## src/rtl/quad_or_atomic.sv

```systemverilog
module quad_or_atomic #(
  parameter int XLEN = 64,
  parameter int ALIGN_BITS = 4,
  parameter int OVERLAP_MODE = 0,
  parameter logic [XLEN-1:0] POISON = {(XLEN/16){16'hBAD5}}
) (
  input  logic              clk,
  input  logic              rst_n,
  input  logic              issue_valid,
  output logic              issue_ready,
  input  logic [31:0]       insn,
  input  logic              big_endian,
  output logic [4:0]        rf_a_idx,
  output logic [4:0]        rf_b_idx,
  output logic [4:0]        rf_base_idx,
  input  logic [XLEN-1:0]   rf_a_data,
  input  logic [XLEN-1:0]   rf_b_data,
  input  logic [XLEN-1:0]   rf_base_data,
  input  logic [XLEN-1:0]   sp,
  output logic              mem_req,
  output logic              mem_we,
  output logic              mem_lock,
  output logic [XLEN-1:0]   mem_addr,
  output logic [2*XLEN-1:0] mem_wdata,
  input  logic              mem_ready,
  input  logic [2*XLEN-1:0] mem_rdata,
  output logic              acq,
  output logic              rel,
  output logic              tag_chk,
  output logic              done,
  output logic              wb_en,
  output logic [4:0]        wb_a_idx,
  output logic [4:0]        wb_b_idx,
  output logic [XLEN-1:0]   wb_a_data,
  output logic [XLEN-1:0]   wb_b_data,
  output logic              undef,
  output logic              align_fault
);
  localparam int QW = 2 * XLEN;

  typedef enum logic [1:0] {S_IDLE, S_RD, S_WR, S_FIN} st_t;
  st_t state;

  logic [XLEN-1:0] addr_q;
  logic [QW-1:0]   opnd_q, old_q;
  logic [4:0]      rt_q, rt2_q;
  logic            be_q, acq_q, rel_q, tag_q, undef_q, afault_q, wb_q, poison_q;

  wire [4:0] f_rt  = insn[4:0];
  wire [4:0] f_rn  = insn[9:5];
  wire [4:0] f_rt2 = insn[20:16];

  assign rf_a_idx    = f_rt;
  assign rf_b_idx    = f_rt2;
  assign rf_base_idx = f_rn;

  wire is_match = (insn[31:24] == 8'b0001_1001) && insn[21] && (insn[15:10] == 6'b001100);
  wire bad_reg  = (f_rt == 5'd31) || (f_rt2 == 5'd31);
  wire overlap  = (f_rt == f_rt2);
  wire use_sp   = (f_rn == 5'd31);
  wire go_undef = !is_match || bad_reg || (overlap && OVERLAP_MODE == 1);
  wire go_nop   = !go_undef && overlap && OVERLAP_MODE == 2;
  wire misal    = !go_undef && !go_nop && use_sp && (|sp[ALIGN_BITS-1:0]);
  wire go_mem   = !go_undef && !go_nop && !misal;

  wire [QW-1:0] operand = big_endian ? {rf_a_data, rf_b_data} : {rf_b_data, rf_a_data};
  wire          accept  = issue_valid && (state == S_IDLE);
  wire          in_acc  = (state == S_RD) || (state == S_WR);

  always_ff @(posedge clk or negedge rst_n) begin
    if (!rst_n) begin
      state    <= S_IDLE;
      addr_q   <= '0;
      opnd_q   <= '0;
      old_q    <= '0;
      rt_q     <= '0;
      rt2_q    <= '0;
      be_q     <= 1'b0;
      acq_q    <= 1'b0;
      rel_q    <= 1'b0;
      tag_q    <= 1'b0;
      undef_q  <= 1'b0;
      afault_q <= 1'b0;
      wb_q     <= 1'b0;
      poison_q <= 1'b0;
    end else begin
      case (state)
        S_IDLE: if (accept) begin
          addr_q   <= use_sp ? sp : rf_base_data;
          opnd_q   <= operand;
          rt_q     <= f_rt;
          rt2_q    <= f_rt2;
          be_q     <= big_endian;
          acq_q    <= insn[23];
          rel_q    <= insn[22];
          tag_q    <= !use_sp;
          undef_q  <= go_undef;
          afault_q <= misal;
          wb_q     <= go_mem;
          poison_q <= overlap;
          state    <= go_mem ? S_RD : S_FIN;
        end
        S_RD: if (mem_ready) begin
          old_q <= mem_rdata;
          state <= S_WR;
        end
        S_WR: if (mem_ready) state <= S_FIN;
        default: state <= S_IDLE;
      endcase
    end
  end

  assign issue_ready = (state == S_IDLE);
  assign mem_req     = in_acc;
  assign mem_we      = (state == S_WR);
  assign mem_lock    = in_acc;
  assign mem_addr    = addr_q;
  assign mem_wdata   = old_q | opnd_q;
  assign acq         = in_acc && acq_q;
  assign rel         = in_acc && rel_q;
  assign tag_chk     = in_acc && tag_q;
  assign done        = (state == S_FIN);
  assign wb_en       = done && wb_q;
  assign undef       = done && undef_q;
  assign align_fault = done && afault_q;
  assign wb_a_idx    = rt_q;
  assign wb_b_idx    = rt2_q;
  assign wb_a_data   = poison_q ? POISON : (be_q ? old_q[QW-1:XLEN] : old_q[XLEN-1:0]);
  assign wb_b_data   = poison_q ? POISON : (be_q ? old_q[XLEN-1:0] : old_q[QW-1:XLEN]);

  AST_REQ_LOCKED: assert property (@(posedge clk) disable iff (!rst_n)
    mem_req |-> mem_lock);
  AST_RD_THEN_WR: assert property (@(posedge clk) disable iff (!rst_n)
    (mem_req && !mem_we && mem_ready) |=> (mem_req && mem_we && mem_lock));
  AST_WDATA_HOLD: assert property (@(posedge clk) disable iff (!rst_n)
    (mem_req && mem_we && !mem_ready) |=> $stable(mem_wdata) && $stable(mem_addr));
  AST_BUSY_NO_ACCEPT: assert property (@(posedge clk) disable iff (!rst_n)
    !(issue_ready && (mem_req || done)));
  AST_DONE_PULSE: assert property (@(posedge clk) disable iff (!rst_n)
    done |=> !done);
  AST_WB_WITH_DONE: assert property (@(posedge clk) disable iff (!rst_n)
    wb_en |-> done);
  AST_FAULT_NO_WB: assert property (@(posedge clk) disable iff (!rst_n)
    (undef || align_fault) |-> !wb_en);
  AST_FAULTS_EXCL: assert property (@(posedge clk) disable iff (!rst_n)
    !(undef && align_fault));
  AST_FLAGS_IN_ACCESS: assert property (@(posedge clk) disable iff (!rst_n)
    (acq || rel || tag_chk) |-> mem_req);
endmodule

```

## config.mk

```make
export PLATFORM = sky130hd
export DESIGN_NAME = quad_or_atomic
export DESIGN_NICKNAME = d
export VERILOG_FILES = /design/src/rtl/quad_or_atomic.sv
export SDC_FILE = /design/constraint.sdc
export NUM_CORES = 1
export LEC_CHECK = 0
export BUFFER_PORTS_ARGS = -buffer_cell sky130_fd_sc_hd__buf_2
export CAP_MARGIN = 20
export CORE_AREA = 8 8 298 300
export DETAILED_ROUTE_END_ITERATION = 8
export DIE_AREA = 0 0 306 308
export GPL_ROUTABILITY_DRIVEN = 0
export PLACE_DENSITY = 0.41
export SYNTH_ARGS = -nofsm -noshare
export SYNTH_HDL_FRONTEND = slang
export SYNTH_SLANG_ARGS = --single-unit
```

## constraint.sdc

```tcl
create_clock -name clk -period 2 [get_ports clk]
set_clock_uncertainty 0.2 [all_clocks]
set_input_delay 0.1 -clock clk [delete_from_list [all_inputs] [get_ports clk]]
set_output_delay 0.1 -clock clk [all_outputs]
set_load 0.01 [all_outputs]
```

### After elaboration in Yosys (flattened, before gate mapping)

Index checks and enable logic that the tools add are counted.
W data, S select, Z words.

* bits of input ports: 421
* bits in writable memories: 0
* memory bits (read-only): 0
* register bits: 340
* bits in latches: 0
* word-level logic and storage cells: 62
* memories kept: 0

* shifts and indexed selects: 0
* reductions and logical operators: 24
* $lt $le $gt $ge: 0
* bitwise logic cells: 1
* div/mod/pow operators: 0
* multiplexer cells: 11
* add/sub/neg operators: 0
* multiply operators: 0
* eq/ne operators: 12

Operators by type and width (number)
* $mux W64: 5
* $mux W128: 1
* $or A128 B128 Y128: 1
* $eq A5 B5 Y1 const B: 3
* $logic_and A1 B1 Y1: 12
* $eq A8 B5 Y1 const B: 1
* $mux W2: 4
* $eq A6 B4 Y1 const B: 1
* $pmux W2 S3: 1
* $eq A5 B5 Y1: 1
* $eq A2 B2 Y1 const B: 2
* $logic_not A1 Y1: 4
* $ne A2 B1 Y1 const B: 2
* $reduce_and A2 Y1: 2
* $reduce_or A4 Y1: 1
* $logic_or A1 B1 Y1: 3
* $reduce_and A3 Y1: 1
* $eq A2 B1 Y1 const B: 1
* $logic_not A2 Y1: 1
* $ne A2 B2 Y1 const B: 1

### Longest topological paths before layout

* depth after elaboration: 13
* gate-level depth with buffers: 9
* depth with buffers taken out: 6

### Worst setup path after synthesis

OpenSTA, ideal clock, no wires.

* kind: register to register
* start: reg state[0]
* end: reg opnd_q[100]
* arrival: 1.511 ns
* stages on the path, launching flop included: 10
* clock period less this slack: 1.844 ns
* required time: 1.667 ns
* library setup time: 0.133 ns
* path slack: 0.156 ns
* path through: dfrtp_1 > inv_1 > ha_1 > nand2_1 > buf_6 > buf_6 > buf_2 > buf_2 > nand2_1 > o21ai_0

* cells in the longest elaborated chain, start to end: 3

RTL lines
* from (decl): line 42 `st_t state;`
* from (signal assigned): line 101 `state <= go_mem ? S_RD : S_FIN;`
* $logic_not A2 Y1 (*)
* net issue_ready: line 10 `output logic issue_ready,`
* $logic_and A1 B1 Y1: line 67 `wire accept = issue_valid && (state == S_IDLE);`
* $reduce_and A2 Y1 (no line) (*)
* to (signal assigned): line 90 `opnd_q <= operand;`
* to (decl): line 45 `logic [QW-1:0] opnd_q, old_q;`

The timed path passes the listed nets; every way through them passes the cells marked *.
A chain may end at the register's enable or synchronous reset.

### Final worst setup path

* start: reg be_q
* end: out wb_b_data[38]

* cells in the longest elaborated chain, start to end: 2

RTL lines
* from (decl): line 47 `logic be_q, acq_q, rel_q, tag_q, undef_q, afault_q, wb_q, poison_q;`
* from (signal assigned): line 93 `be_q <= big_endian;`
* $mux W64 (2 in series): line 129 `assign wb_b_data = poison_q ? POISON : (be_q ? old_q[XLEN-1:0] : old_q[QW-1:XLEN]);`
* to (decl): line 35 `output logic [XLEN-1:0] wb_b_data,`

Every way passes these cells.

==> summary.txt <==
DIE AREA - 0.09425 mm²
CP Buf/Inv Count - 3
Slew HR - 65.23%
required time of the critical path - 1.70 ns
Critical Path Source - be_q
number of flops mapped to enable cells by yosys - 0
Vias - 17485
Slowest-stage cell, CP - dfrtp_4
TritonCTS clock tree - built
Hold Crit Class - primary input to asynchronous set/reset pin
Placed Instances - 3489
Final Max Tran Viols - 0
clk sink count - 340
share of layout cells above drive strength 1 - 42.38%
Post-DRT Antenna Nets - 0
synthesis-stage register bit count - 340
status - complete, but fails checks
grt ovf - 0
Synth Flop Type - dfrtp_1
Final Cycle Share - 114.2%
H-tree lvl count - 2
Tot GR Track Use - 15.99%
static leakage - 0.01502 µW
most frequent cells after synthesis - 340 x dfrtp_1, 240 x mux2i_1, 236 x nand2_1, 180 x o21ai_0, 129 x or2_2
Largest delay share family, worst path - flip-flops
NetSw - 17020 µW
Max Clk Rate - 437.8 MHz
DRC viols - 0
Final Instance Count excl. Fillers - 4090
clock power share - 18.3%
initial core utilization - 20.76%
CP Class - flop to output port
crit-path max FO - 18
Root Buffer - clkbuf_16
count leader, synth - dfrtp_1
Die X - 306 µm
post-synthesis cell area - 0.01748 mm²
Reg power frac - 29.5%
Hold WS - 0.04355 ns
Worst VDD drop - 0.0006124 V
post-route worst setup slack - -0.2840 ns
clock latency on the worst-skew pair - 0.55 ns
crit end category - output port
CTS buffer count - 43
failing checks - negative setup slack
TNS Setup - -26.49 ns
# port buffers - 776
num rows - 107
Pint - 26730 µW
FF-to-FF Start - state[1]
syn nets - 2085
Final nets - 3389
Seq/Total Area, Yosys - 48.68%
cell taking the most area after synthesis - dfrtp_1
final hold viol count - 0
Startpoint Class - flop
routed length per instance - 19.78 µm
largest stage delay on the critical path - 0.56 ns
Yosys top cell area share - 48.68%
cells after synthesis - 1660
Util after Layout - 36.26%
Die Height - 308 µm
clock slew at reported path FFs - 0.06 ns
switching portion of total power - 38.91%
I/O pin count - 777
initial antenna violation count - 19
Yosys cell types - 37
DRT Pass-1 Iters - 5
initial drt markers - 711
DR vias/cell - 4.275
dpl hpwl - 60.37 mm
Pwr per Cell Area - 1433 mW/mm²
worst-margin pin slew - 0.5203 ns
CTS max path bufs - 3
syn_area_per_cell - 10.53 µm²
Async SR Flop Fraction - 100.0%
Final min period - 2.284 ns
Post-Route WL - 80.90 mm
setup violators final - 128
Core ar. - 0.08421 mm²
Synth Warn # - 0
crit path cell chain - buf_12 > clkbuf_16 > a211o_1 > buf_2
max capacitance violation total - 0
first-pass GRT wire length - 117.9 mm
WP data arrival - 1.98 ns
RSZ-0062 raised after global routing - yes
largest net degree at the start of global routing - 55
vias in the first global route - 19493
top area cells in the synthesized netlist - dfrtp_1 49%, mux2i_1 14%, mux2_2 8.2%
area grow syn2layout - 74.69%
Gate power share - 52.2%
Place WS - 0.1470 ns
## registers in the layout, indices dropped and copies added (netlist names), 2 cells and up
| signal | flops |
|---|---|
| old_q | 128 |
| opnd_q | 128 |
| wb_b_idx | 5 |
| wb_a_idx | 5 |
| mem_addr | 64 |
| state | 2 |
## routing by layer
metal  track usage, %  vias to the layer above  share of wire (%)
li1                 -                     8317                  -
met1            18.19                     8421                 40
met2            29.08                      602                 50
met3            4.093                      135                6.4
met4            5.150                       10                3.0
met5                0                        -              0.085
## logic make-up after synthesis
logic type      count (synthesis)  synth area share, %
compound gates                288                10.16
xor+xnor                        5               0.2506
fa+ha+maj                       4               0.2863
buf+inv                       139                4.216
flops                         340                48.68
mux                           368                21.99
simple gates                  516                14.42
## worst reg2reg max path: cells and delay by family (launching register included)
family / cells / cell delay, ns
buffers and inverters: 3 / 0.81
AO/OA/AOI/OAI: 1 / 0.07
adder cells (fa/ha/maj): 1 / 0.17
AND/OR/NAND/NOR: 2 / 0.15
flip-flops: 1 / 0.39
## power groups by stage
stage | clock (µW) | sequential, µW | combinational (µW)
2_1_floorplan | 0 | 12200 | 11100
3_3_place_gp | 0 | 12800 | 19600
3_5_place_dp | 0 | 12900 | 19900
4_1_cts | 8310 | 12900 | 21900
5_1_grt | 8520 | 13400 | 24800
6_report | 8010 | 12900 | 22900
## final timing paths
check	endpoint	slack [ns]	cells past startpoint
max	wb_b_data[38]	-0.28	4
min	wb_a_idx[0]	0.04	3
max reg2reg	opnd_q[125]	0.07	7
min reg2reg	opnd_q[6]	0.27	2
max in group asynchronous	old_q[28]	1.13	4
min in group clk	opnd_q[22]	0.05	4
## metrics by stage
stage	total power, µW	cell area, µm²
3_3_place_gp	32470	23210
6_report	43750	30530
3_5_place_dp	32800	23210
5_1_grt	46720	30530
2_1_floorplan	23250	17480
4_1_cts	43080	29860
## layout by cell type (no fill, tap or decap), types with 3 or more instances in the layout
cell / n
buf_2: 750
dlygate4sd3_1: 480
dfrtp_1: 338
mux2i_1: 235
nand2_1: 234
o21ai_0: 179
or2_2: 128
mux2_2: 128
a211o_1: 80
buf_4: 74
nor2b_1: 70
clkbuf_16: 55
nor2_1: 49
buf_12: 30
buf_6: 27
o21ai_1: 17
buf_16: 13
clkbuf_1: 11
clkbuf_8: 10
buf_8: 7
diode_2: 6
nor2b_4: 6
nor2b_2: 5
mux2i_2: 5
and2_1: 5
clkinv_2: 5
bufinv_16: 5
a21oi_1: 4
nand3_1: 3
nand4_1: 3
nor3_1: 3
xnor2_1: 3
ha_4: 3
## cell type report
| type | instances | area, µm² |
|---|---|---|
| Clock inverter | 12 | 192.7 |
| Tap cell | 1090 | 1364 |
| Clock buffer | 63 | 1241 |
| Antenna cell | 6 | 15.01 |
| Inverter | 4 | 15.01 |
| Fill cell | 8485 | 53680 |
| Sequential cell | 340 | 8516 |
| Multi-Input combinational cell | 1181 | 8396 |
| Timing Repair Buffer | 1394 | 10800 |
## what timing repair did
action                                 CTS  global route
pin swaps                                3            23
hold buffers                           481             2
gates resized for setup                 33            66
endpoints found under the hold margin  680             3
setup buffers                           10            11
gates cloned                             7            13
setup endpoints to repair              137           182
Power figures use the tool's default switching activity.
